<file path="src/rtl/txn_id_filter.sv">
module txn_id_filter #(
  parameter int ID_W   = 11,
  parameter int DATA_W = 32
) (
  input  logic              clk,
  input  logic              rst_n,
  input  logic              cfg_we_i,
  input  logic [1:0]        cfg_sel_i,
  input  logic [DATA_W-1:0] cfg_wdata_i,
  input  logic              txn_vld_i,
  input  logic [ID_W-1:0]   txn_dst_i,
  input  logic [ID_W-1:0]   txn_src_i,
  input  logic              txn_tag_i,
  output logic              hit_o
);

  localparam int LO_LSB = 1;
  localparam int HI_LSB = LO_LSB + ID_W;

  localparam logic [1:0] SEL_CTRL = 2'd0;
  localparam logic [1:0] SEL_SRC  = 2'd1;
  localparam logic [1:0] SEL_DST  = 2'd2;

  localparam int B_GATE = 1;
  localparam int B_TAG  = 2;
  localparam int B_SRC  = 4;
  localparam int B_DST  = 5;

  logic gate_q, tag_en_q, src_en_q, dst_en_q;
  logic [ID_W-1:0] cmp_q, msk_q, lo_q, hi_q;
  logic armed_q;

  always_ff @(posedge clk) begin
    if (!rst_n) begin
      gate_q   <= 1'b0;
      tag_en_q <= 1'b0;
      src_en_q <= 1'b0;
      dst_en_q <= 1'b0;
      cmp_q    <= '0;
      msk_q    <= '0;
      lo_q     <= '0;
      hi_q     <= '0;
    end else if (cfg_we_i) begin
      case (cfg_sel_i)
        SEL_CTRL: begin
          gate_q   <= cfg_wdata_i[B_GATE];
          tag_en_q <= cfg_wdata_i[B_TAG];
          src_en_q <= cfg_wdata_i[B_SRC];
          dst_en_q <= cfg_wdata_i[B_DST];
        end
        SEL_SRC: begin
          cmp_q <= cfg_wdata_i[LO_LSB +: ID_W];
          msk_q <= cfg_wdata_i[HI_LSB +: ID_W];
        end
        SEL_DST: begin
          lo_q <= cfg_wdata_i[LO_LSB +: ID_W];
          hi_q <= cfg_wdata_i[HI_LSB +: ID_W];
        end
        default: ;
      endcase
    end
  end

  wire win_ok = (hi_q != '0) && (hi_q >= lo_q);
  wire dst_ok = !dst_en_q || (win_ok && txn_dst_i >= lo_q && txn_dst_i <= hi_q);
  wire src_ok = !src_en_q || (((txn_src_i ^ cmp_q) & msk_q) == '0);
  wire tag_ok = !tag_en_q || txn_tag_i;
  wire qual   = txn_vld_i && (!gate_q || (dst_ok && src_ok && tag_ok));

  always_ff @(posedge clk) begin
    if (!rst_n) begin
      hit_o   <= 1'b0;
      armed_q <= 1'b0;
    end else begin
      hit_o   <= qual;
      armed_q <= 1'b1;
    end
  end

  assert_reset_quiet_R1: assert property (@(posedge clk)
    $past(!rst_n) |-> !hit_o);

  assert_no_spurious_R2: assert property (@(posedge clk) disable iff (!rst_n)
    armed_q && hit_o |-> $past(txn_vld_i));

  assert_ungated_pass_R3: assert property (@(posedge clk) disable iff (!rst_n)
    armed_q && $past(txn_vld_i && !gate_q) |-> hit_o);

  assert_bad_window_R5: assert property (@(posedge clk) disable iff (!rst_n)
    armed_q && $past(gate_q && dst_en_q && (hi_q == '0 || hi_q < lo_q)) |-> !hit_o);

  assert_tag_block_R7: assert property (@(posedge clk) disable iff (!rst_n)
    armed_q && $past(gate_q && tag_en_q && !txn_tag_i) |-> !hit_o);

endmodule

</file>
<file path="config.mk">
export PLATFORM = sky130hd
export DESIGN_NAME = txn_id_filter
export DESIGN_NICKNAME = d
export VERILOG_FILES = /design/src/rtl/txn_id_filter.sv
export SDC_FILE = /design/constraint.sdc
export NUM_CORES = 1
export LEC_CHECK = 0
export CAP_MARGIN = 25
export CORE_MARGIN = 4
export CORE_UTILIZATION = 50
export DETAILED_ROUTE_END_ITERATION = 10
export GPL_ROUTABILITY_DRIVEN = 1
export MAX_ROUTING_LAYER = met4
export PLACE_DENSITY_LB_ADDON = 0.15
export SLEW_MARGIN = 20
export SYNTH_ARGS = -nofsm -noshare
export SYNTH_HDL_FRONTEND = slang
export SYNTH_SLANG_ARGS = --single-unit
</file>
<file path="constraint.sdc">
create_clock -name clk -period 2.3 [get_ports clk]
set_clock_uncertainty 0.15 [all_clocks]
set_input_delay 0.23 -clock clk [delete_from_list [all_inputs] [get_ports clk]]
set_output_delay 0.23 -clock clk [all_outputs]
set_load 0.01 [all_outputs]
</file>
==> impl_metrics.json, run 1 <==
{
  "cp_data_required_time_ps": 2320,
  "worstPathCellList": "inv_1 -> ha_1 -> nand2b_4 -> a2111oi_4 -> a2111oi_1 -> or4_1 -> o2111ai_2 -> a311oi_1",
  "drtIter0Drc": 77,
  "synth_nets": 431,
  "drtAntennaViolNets": 0,
  "critPathMaxStageDelay_ps": 490,
  "critPathCapture": "hit_o$_SDFF_PN0_",
  "grt_overflow": 0,
  "cpMaxStageDelayCell": "or4_1",
  "clock.fmax_mhz": 456,
  "synth_top_area_share_pct": 35.0,
  "die_width_um": 82.8,
  "synth_area_um2": 2800,
  "rsz0062_at_grt": "false",
  "gp_congestion": 0.881,
  "cp.arrival_ps": 2220,
  "met2_usage_pct": 34.8,
  "path_clk_slew_ps": 80,
  "synth-seq-cells": 49,
  "cts_hold_buf": 0,
  "postSynthCellCount": 337,
  "worst_slew_pin_slew_ps": 468,
  "numCtsBuffers": 5,
  "slew_viol_final": 0,
  "cts_max_path_buffers": 2,
  "min_path_type": "reg -> reg",
  "dp_hpwl_mm": 5.33,
  "initial_core_util_pct": 53.1,
  "rows": 26,
  "grt_pass1_wl_mm": 11.6,
  "power.leakage_nw": 1.37,
  "clk_latency_ps": 300,
  "critical_path_class": "reg -> reg",
  "busiest_layer": "met2",
  "holdWs_ps": 305,
  "reg2reg_to": "hit_o$_SDFF_PN0_",
  "drc": 0,
  "synth_top_area_cell": "dfxtp_1",
  "crit_fanout": 2,
  "cts.sinks": 49,
  "final_net_count": 483,
  "syn_avg_cell_area_um2": 8.31,
  "finalHoldViolCount": 0,
  "ys.flop_type": "dfxtp_1",
  "grt_start_max_net_pins": 50,
  "synth.most_common_cell": "nand2_1",
  "use_met3_pct": 3.07,
  "cap_viol_max_count": 0,
  "area_growth_pct": 26.4,
  "wl_per_cell_um": 14.5,
  "totalWireLength_mm": 6.69,
  "path_delay_family": "compound AO/OA/AOI/OAI gates",
  "fin_setup_tns_ps": 0,
  "period_share_pct": 95.4,
  "setup-violations-final": 0,
  "postCtsSetupBuffers": 0,
  "synth_common_cells": "93 x nand2_1, 49 x dfxtp_1, 40 x a21boi_1",
  "cp_num_buf_inv": 1,
  "drtPass1Iterations": 4,
  "yosys-top-cells-area": "dfxtp_1 35%, ha_1 15%, nand2_1 12%",
  "htree_levels": 2,
  "p_per_area_nw_per_um2": 525,
  "grt_use_met1_pct": 25.8,
  "portBuffers": 51,
  "cts_tree": "built",
  "min_from": "lo_q[4]$_SDFFE_PN0P_",
  "rrSetupSlack_ps": 100,
  "cts.root.buffer_cell": "clkbuf_8",
  "async_flop_share_pct": 0,
  "yosysSeqAreaShare_pct": 35.0,
  "grt_pass1_vias": 2488,
  "vias_per_cell": 5.25,
  "core_um2": 5270,
  "vdd_drop_max_v": 0.000369,
  "r2r_cells": 8,
  "antenna_found_initial": 0,
  "die_area_um2": 6860,
  "status": "complete, no violations",
  "utilization_pct": 67.1,
  "num_io_pins": 62,
  "synth-edff-count": 0,
  "cp-startpoint": "hi_q[0]$_SDFFE_PN0P_",
  "yosysWarnings": 0,
  "die_h_um": 82.8,
  "num_vias": 2415,
  "crit_cells": 8,
  "cp-end-kind": "register",
  "reg2reg_from": "hi_q[0]$_SDFFE_PN0P_",
  "period_minus_slack_ps": 2200,
  "drive_gt1_share_pct": 4.87,
  "antenna_cells": 0,
  "grt_use_total_pct": 20.7,
  "worstSetupStartpointType": "register",
  "slew_headroom_pct": 68.7,
  "yosys.cell_types.count": 38
}
==> cell type report <==
| type | instances | area (um2) |
|---|---|---|
| sequential | 49 | 982 |
| inverter | 26 | 97.6 |
| tap | 70 | 87.6 |
| multi-input combinational | 249 | 1680 |
| timing repair buffer | 58 | 576 |
| clock buffer | 7 | 86.3 |
| fill | 469 | 1730 |
| clock inverter | 1 | 30.0 |
==> metal layers <==
| layer | wire (um) | share of wire (%) |
|---|---|---|
| met2 | 3280 | 49 |
| met4 | 78 | 1.2 |
| met3 | 250 | 3.7 |
| met1 | 3080 | 46 |
| met5 | 0 | 0 |
==> kinds of logic after synthesis <==
group | share of synthesized area [%]
muxes | 1.07
buffers and inverters | 5.23
DFF | 35.0
adders and majority gates | 14.7
xor gates and xnor gates | 3.44
and+or+nand+nor | 19.6
AOI/OAI and AO/OA | 20.9
==> how the worst min path moves through the flow <==
stage | to | slack (ps) | depth (start not counted)
final | lo_q[4]$_SDFFE_PN0P_ | 310 | 2
after detailed placement | lo_q[7]$_SDFFE_PN0P_ | 300 | 2
after global routing | hit_o$_SDFF_PN0_ | 330 | 1
after CTS | hit_o$_SDFF_PN0_ | 310 | 3
after global placement | hit_o$_SDFF_PN0_ | 290 | 1
after floorplan | hit_o$_SDFF_PN0_ | 200 | 2
==> registers in the layout (all words and copies together), names as in the netlist <==
name / flops
msk_q: 11
tag_en_q: 1
hit_o: 1
cmp_q: 11
hi_q: 11
dst_en_q: 1
src_en_q: 1
gate_q: 1
lo_q: 11
==> tightest hold or removal path: stages, from the launching register on <==
cell      delay [ps]
dfxtp_1          310
nand2_1           50
a21boi_1          50
==> cell usage in the layout (no fill, tap or decap), drive strengths merged, types with 3 or more instances in the layout <==
cell            n
buf             7
inv            26
a21boi         44
nand2          93
nand3           4
nand4           5
nor2b           6
nand3b          3
o21ai           5
a221oi          3
mux2i           3
clkdlybuf4s50  51
dfxtp          49
ha             33
a21oi          11
clkbuf          7
xor2           11
==> report_power, final <==
| group | total, W | internal (W) | switching [W] | leakage [nW] |
|---|---|---|---|---|
| Sequential | 0.000896 | 0.000876 | 0.0000198 | 0.399 |
| Combinational | 0.000338 | 0.000185 | 0.000153 | 0.909 |
| Clock | 0.000625 | 0.000355 | 0.000270 | 0.0585 |
| Total | 0.00186 | 0.00142 | 0.000443 | 1.37 |
==> repair_timing <==
item / in CTS / in global routing
pin swaps: 0 / 1
setup endpoints to repair: 1 / 1
gates resized for setup: 1 / 1
==> metrics by stage <==
step / cell area [um2] / setup WS (ps) / power (W) / instances
after floorplan: 2800 / 194 / 0.00109 / 337
after global placement: 3410 / -24.6 / 0.00124 / 452
after detailed placement: 3410 / -33.5 / 0.00125 / 452
after CTS: 3540 / 56.1 / 0.00188 / 460
after global routing: 3540 / 1.79 / 0.00195 / 460
final: 3540 / 105 / 0.00186 / 460
Note: power is estimated with default switching activity, not from simulation.
==> run 2: changes to the inputs <==
--- a/config.mk
+++ b/config.mk
@@ -6,12 +6,13 @@
 export NUM_CORES = 1
 export LEC_CHECK = 0
 export CAP_MARGIN = 25
-export CORE_MARGIN = 4
+export CORE_MARGIN = 1.5
 export CORE_UTILIZATION = 50
 export DETAILED_ROUTE_END_ITERATION = 10
 export GPL_ROUTABILITY_DRIVEN = 1
 export MAX_ROUTING_LAYER = met4
 export PLACE_DENSITY_LB_ADDON = 0.15
+export SKIP_LAST_GASP = 1
 export SLEW_MARGIN = 20
 export SYNTH_ARGS = -nofsm -noshare
 export SYNTH_HDL_FRONTEND = slang
==> run 2 against run 1 <==
  * Critical path depth is the same
  * Final cell count grew 0.87%
  * Setup slack got worse by 15 ps
  * Critical path type unchanged
  * Highest routed layer unchanged
  * Sequential power hardly changed
  * Sequential cell count unchanged
  * Design area about the same
  * Die area shrank 12%
  * Critical endpoint unchanged
  * Clock power is 12% lower
  * Largest power group unchanged
  * Global-route usage is 3.1 points higher
==> impl_metrics.json, run 2 (synthesis gave the netlist of run 1 again) <==
{
  "htree_levels": 2,
  "cp-end-kind": "register",
  "drtPass1Iterations": 4,
  "cap_viol_max_count": 0,
  "worst_slew_pin_slew_ps": 443,
  "num_io_pins": 62,
  "initial_core_util_pct": 51.5,
  "cp_data_required_time_ps": 2320,
  "antenna_found_initial": 0,
  "mostFrequentLayoutCells": "93 x nand2_1, 51 x clkdlybuf4s50_1, 49 x dfxtp_1, 40 x a21boi_1, 32 x ha_1",
  "cts.root.buffer_cell": "clkbuf_8",
  "crit_fanout": 2,
  "numCtsBuffers": 5,
  "area_growth_pct": 26.4,
  "clk_latency_ps": 300,
  "vias_per_cell": 5.23,
  "cp.arrival_ps": 2230,
  "cts_tree": "built",
  "die_width_um": 77.8,
  "drtAntennaViolNets": 0,
  "grt_pass1_wl_mm": 11.1,
  "portBuffers": 51,
  "path_clk_slew_ps": 90,
  "die_h_um": 77.8,
  "utilization_pct": 65.1,
  "period_minus_slack_ps": 2210,
  "slew_viol_final": 0,
  "rows": 27,
  "worstSetupStartpointType": "register",
  "grt_pass1_vias": 2440,
  "dp_hpwl_mm": 5.11,
  "power.leakage_nw": 1.37,
  "wl_per_cell_um": 14.0,
  "cts.sinks": 49,
  "status": "complete, no violations",
  "num_vias": 2426,
  "die_area_um2": 6060,
  "rsz0062_at_grt": "false",
  "final_common_cell": "nand2_1",
  "cts_hold_buf": 0,
  "holdWs_ps": 306,
  "core_um2": 5440,
  "critical_path_class": "reg -> reg",
  "final_net_count": 485,
  "clock.fmax_mhz": 452,
  "antenna_cells": 0,
  "totalWireLength_mm": 6.50,
  "period_share_pct": 96.1,
  "grt_start_max_net_pins": 50,
  "slew_headroom_pct": 70.4,
  "cts_max_path_buffers": 2,
  "finalHoldViolCount": 0,
  "gp_congestion": 0.857,
  "drc": 0,
  "grt_use_total_pct": 23.8,
  "grt_overflow": 0,
  "p_per_area_nw_per_um2": 504,
  "drive_gt1_share_pct": 5.61,
  "vdd_drop_max_v": 0.000442,
  "min_path_type": "reg -> reg",
  "setup-violations-final": 0,
  "drtIter0Drc": 49
}
==> run 2: worst max-delay path: stages (launching register included) <==
cell and delay, ps:
dfxtp_1 340, inv_1 50, ha_1 260, nand2b_4 140, a2111oi_4 290, a2111oi_1 90
or4_1 500, o2111ai_2 130, a311oi_1 130
==> run 2: stage by stage <==
| stage | setup slack, ps | total power, W | TNS, ps | instances | instance area [um2] |
|---|---|---|---|---|---|
| 2_1_floorplan | 194 | 0.00109 | 0 | 337 | 2800 |
| 3_3_place_gp | 38.2 | 0.00124 | 0 | 456 | 3420 |
| 3_5_place_dp | -54.6 | 0.00125 | -54.6 | 456 | 3420 |
| 4_1_cts | 24.1 | 0.00180 | 0 | 464 | 3530 |
| 5_1_grt | 1.53 | 0.00188 | 0 | 464 | 3540 |
| 6_report | 89.8 | 0.00178 | 0 | 464 | 3540 |
==> run 2: worst paths after layout <==
| kind | start | endpoint | slack (ps) | depth (start not counted) |
|---|---|---|---|---|
| max | hi_q[0]$_SDFFE_PN0P_ | hit_o$_SDFF_PN0_ | 90 | 8 |
| min | lo_q[10]$_SDFFE_PN0P_ | lo_q[10]$_SDFFE_PN0P_ | 310 | 2 |
| max reg2reg | hi_q[0]$_SDFFE_PN0P_ | hit_o$_SDFF_PN0_ | 90 | 8 |
| min reg2reg | lo_q[10]$_SDFFE_PN0P_ | lo_q[10]$_SDFFE_PN0P_ | 310 | 2 |
==> run 2: report_power, final <==
part           switching (W)  leakage [nW]  internal [W]
sequential         0.0000194         0.398      0.000876
combinational       0.000155         0.914      0.000186
clock               0.000275        0.0542      0.000272
total               0.000449          1.37       0.00133
==> run 2: repair_timing <==
action,CTS,global route
setup buffers,0,0
resized for setup,1,1
setup endpoints to repair,1,1
pin swaps,0,1
==> run 2: layout make-up <==
class                   count  area, um2
clock buffers               7       96.3
well taps                  72       90.1
repair buffers             60        578
clock inverters             1       5.00
inverters                  26       97.6
flip-flops and latches     49        981
multi-input cells         249       1690
fillers                   485       1900
==> run 2: layer usage <==
layer,vias to the layer above,GRT usage (%),share of wire (%)
met5,-,-,0
met4,0,7.82,1.7
met3,11,3.18,3.2
met2,46,40.6,49
met1,1111,28.9,46
li1,1258,-,-
==> run 3: changes to the inputs <==
--- a/config.mk
+++ b/config.mk
@@ -6,14 +6,15 @@
 export NUM_CORES = 1
 export LEC_CHECK = 0
 export CAP_MARGIN = 25
+export CORE_ASPECT_RATIO = 1.75
 export CORE_MARGIN = 1.5
 export CORE_UTILIZATION = 50
 export DETAILED_ROUTE_END_ITERATION = 10
 export GPL_ROUTABILITY_DRIVEN = 1
 export MAX_ROUTING_LAYER = met4
-export PLACE_DENSITY_LB_ADDON = 0.15
+export PLACE_DENSITY_LB_ADDON = 0.25
 export SKIP_LAST_GASP = 1
-export SLEW_MARGIN = 20
+export SLEW_MARGIN = 10
 export SYNTH_ARGS = -nofsm -noshare
 export SYNTH_HDL_FRONTEND = slang
 export SYNTH_SLANG_ARGS = --single-unit
==> run 3 against run 2 <==
  * Routed wire length fell by 3.9%
  * Total power rose by 1.6%
  * Critical path depth unchanged
  * Combinational power down 1%
  * Die area grew 0.29%
  * Largest cell class unchanged
  * Highest routed layer unchanged
==> impl_metrics.json, run 3 (synthesis gave the netlist of run 1 again) <==
{
  "path_delay_family": "compound AO/OA/AOI/OAI gates",
  "worst_slew_pin_slew_ps": 469,
  "min_from": "lo_q[10]$_SDFFE_PN0P_",
  "cp_num_buf_inv": 1,
  "drtIter0Drc": 50,
  "grt_use_total_pct": 23.0,
  "slew_headroom_pct": 68.6,
  "core_um2": 5340,
  "status": "complete, no violations",
  "final_common_cell": "nand2_1",
  "drc": 0,
  "holdWs_ps": 305,
  "cts_hold_buf": 0,
  "cp_data_required_time_ps": 2320,
  "htree_levels": 2,
  "grt_start_max_net_pins": 43,
  "drtAntennaViolNets": 0,
  "power.leakage_nw": 1.36,
  "cp.arrival_ps": 2240,
  "cp-end-kind": "register",
  "grt_overflow": 0,
  "mostFrequentLayoutCells": "93 x nand2_1, 51 x clkdlybuf4s50_1, 48 x dfxtp_1, 40 x a21boi_1, 33 x ha_1",
  "crit_fanout": 2,
  "slew_viol_final": 0,
  "period_share_pct": 96.2,
  "drtPass1Iterations": 4,
  "reg2reg_to": "hit_o$_SDFF_PN0_",
  "critical_path_class": "reg -> reg",
  "initial_core_util_pct": 52.4,
  "cp-startpoint": "hi_q[0]$_SDFFE_PN0P_",
  "die_width_um": 59.6,
  "r2r_cells": 8,
  "dp_hpwl_mm": 5.15,
  "grt_pass1_vias": 2465,
  "cts.sinks": 49,
  "totalWireLength_mm": 6.24,
  "die_h_um": 102,
  "utilization_pct": 66.1,
  "cap_viol_max_count": 0,
  "cts_tree": "built",
  "final_net_count": 484,
  "cts_max_path_buffers": 2,
  "rsz0062_at_grt": "false",
  "antenna_found_initial": 0,
  "path_clk_slew_ps": 80,
  "vias_per_cell": 5.21,
  "vdd_drop_max_v": 0.000510,
  "gp_congestion": 0.974,
  "area_growth_pct": 26.1,
  "die_area_um2": 6080,
  "drive_gt1_share_pct": 5.38,
  "reg2reg_from": "hi_q[0]$_SDFFE_PN0P_",
  "min_path_type": "reg -> reg",
  "numCtsBuffers": 5,
  "critPathMaxStageDelay_ps": 490,
  "wl_per_cell_um": 13.4,
  "hold_depth": 2,
  "antenna_cells": 0,
  "rows": 35,
  "critPathCapture": "hit_o$_SDFF_PN0_",
  "p_per_area_nw_per_um2": 513,
  "num_vias": 2419,
  "grt_pass1_wl_mm": 10.5,
  "cpMaxStageDelayCell": "or4_1",
  "setup-violations-final": 0,
  "clock.fmax_mhz": 452,
  "finalHoldViolCount": 0,
  "period_minus_slack_ps": 2210,
  "clk_latency_ps": 290,
  "crit_cells": 8,
  "worstSetupStartpointType": "register",
  "worstPathCellList": "inv_1 -> ha_1 -> nand2b_4 -> a2111oi_4 -> a2111oi_1 -> or4_1 -> o2111ai_2 -> a311oi_2",
  "rrSetupSlack_ps": 90,
  "num_io_pins": 62,
  "cts.root.buffer_cell": "clkbuf_8",
  "portBuffers": 51
}
-- run 3: timing repair --
| action | in CTS | in global routing |
|---|---|---|
| resized for setup | 1 | 2 |
| setup endpoints to repair | 1 | 1 |
| setup buffers | 0 | 0 |
| pin swaps | 0 | 1 |
-- run 3: through the flow --
stage	setup TNS, ps	power [W]	worst slack, ps	cell area, um2	std cells
3_3_place_gp	-35.1	0.00124	-35.1	3410	457
4_1_cts	0	0.00183	44.4	3520	464
2_1_floorplan	0	0.00109	194	2800	337
6_report	0	0.00181	87.7	3530	464
5_1_grt	0	0.00190	20.6	3530	464
3_5_place_dp	-30.1	0.00125	-30.1	3410	457
-- run 3: report_power, final --
part | switching [W] | internal (W)
Clock | 0.000263 | 0.000316
Sequential | 0.0000196 | 0.000876
Combinational | 0.000152 | 0.000185
-- run 3: layer usage --
layer	vias to the layer above	track usage (%)	routed length (um)
met1	1092	23.8	2510
li1	1253	-	-
met5	-	-	0
met2	54	42.3	3360
met3	20	1.90	130
met4	0	10.3	240
-- run 3: how the worst min path moves through the flow --
stage	endpoint
floorplan	hit_o$_SDFF_PN0_
global placement	msk_q[0]$_SDFFE_PN0P_
detailed placement	lo_q[10]$_SDFFE_PN0P_
CTS	lo_q[10]$_SDFFE_PN0P_
global route	lo_q[9]$_SDFFE_PN0P_
finish	lo_q[10]$_SDFFE_PN0P_
-- run 3: worst reg2reg max path, cell delays in order (launching register included) --
cell	delay, ps
dfxtp_2	330
inv_1	40
ha_1	260
nand2b_4	150
a2111oi_4	340
a2111oi_1	90
or4_1	490
o2111ai_2	110
a311oi_2	130
-- run 3: final cells by class --
class	instances	area, um2
multi-input cells	249	1690
clock inverters	2	35.0
well taps	74	92.6
flip-flops and latches	49	982
fillers	477	1810
inverters	26	97.6
clock buffers	5	68.8
repair buffers	59	571
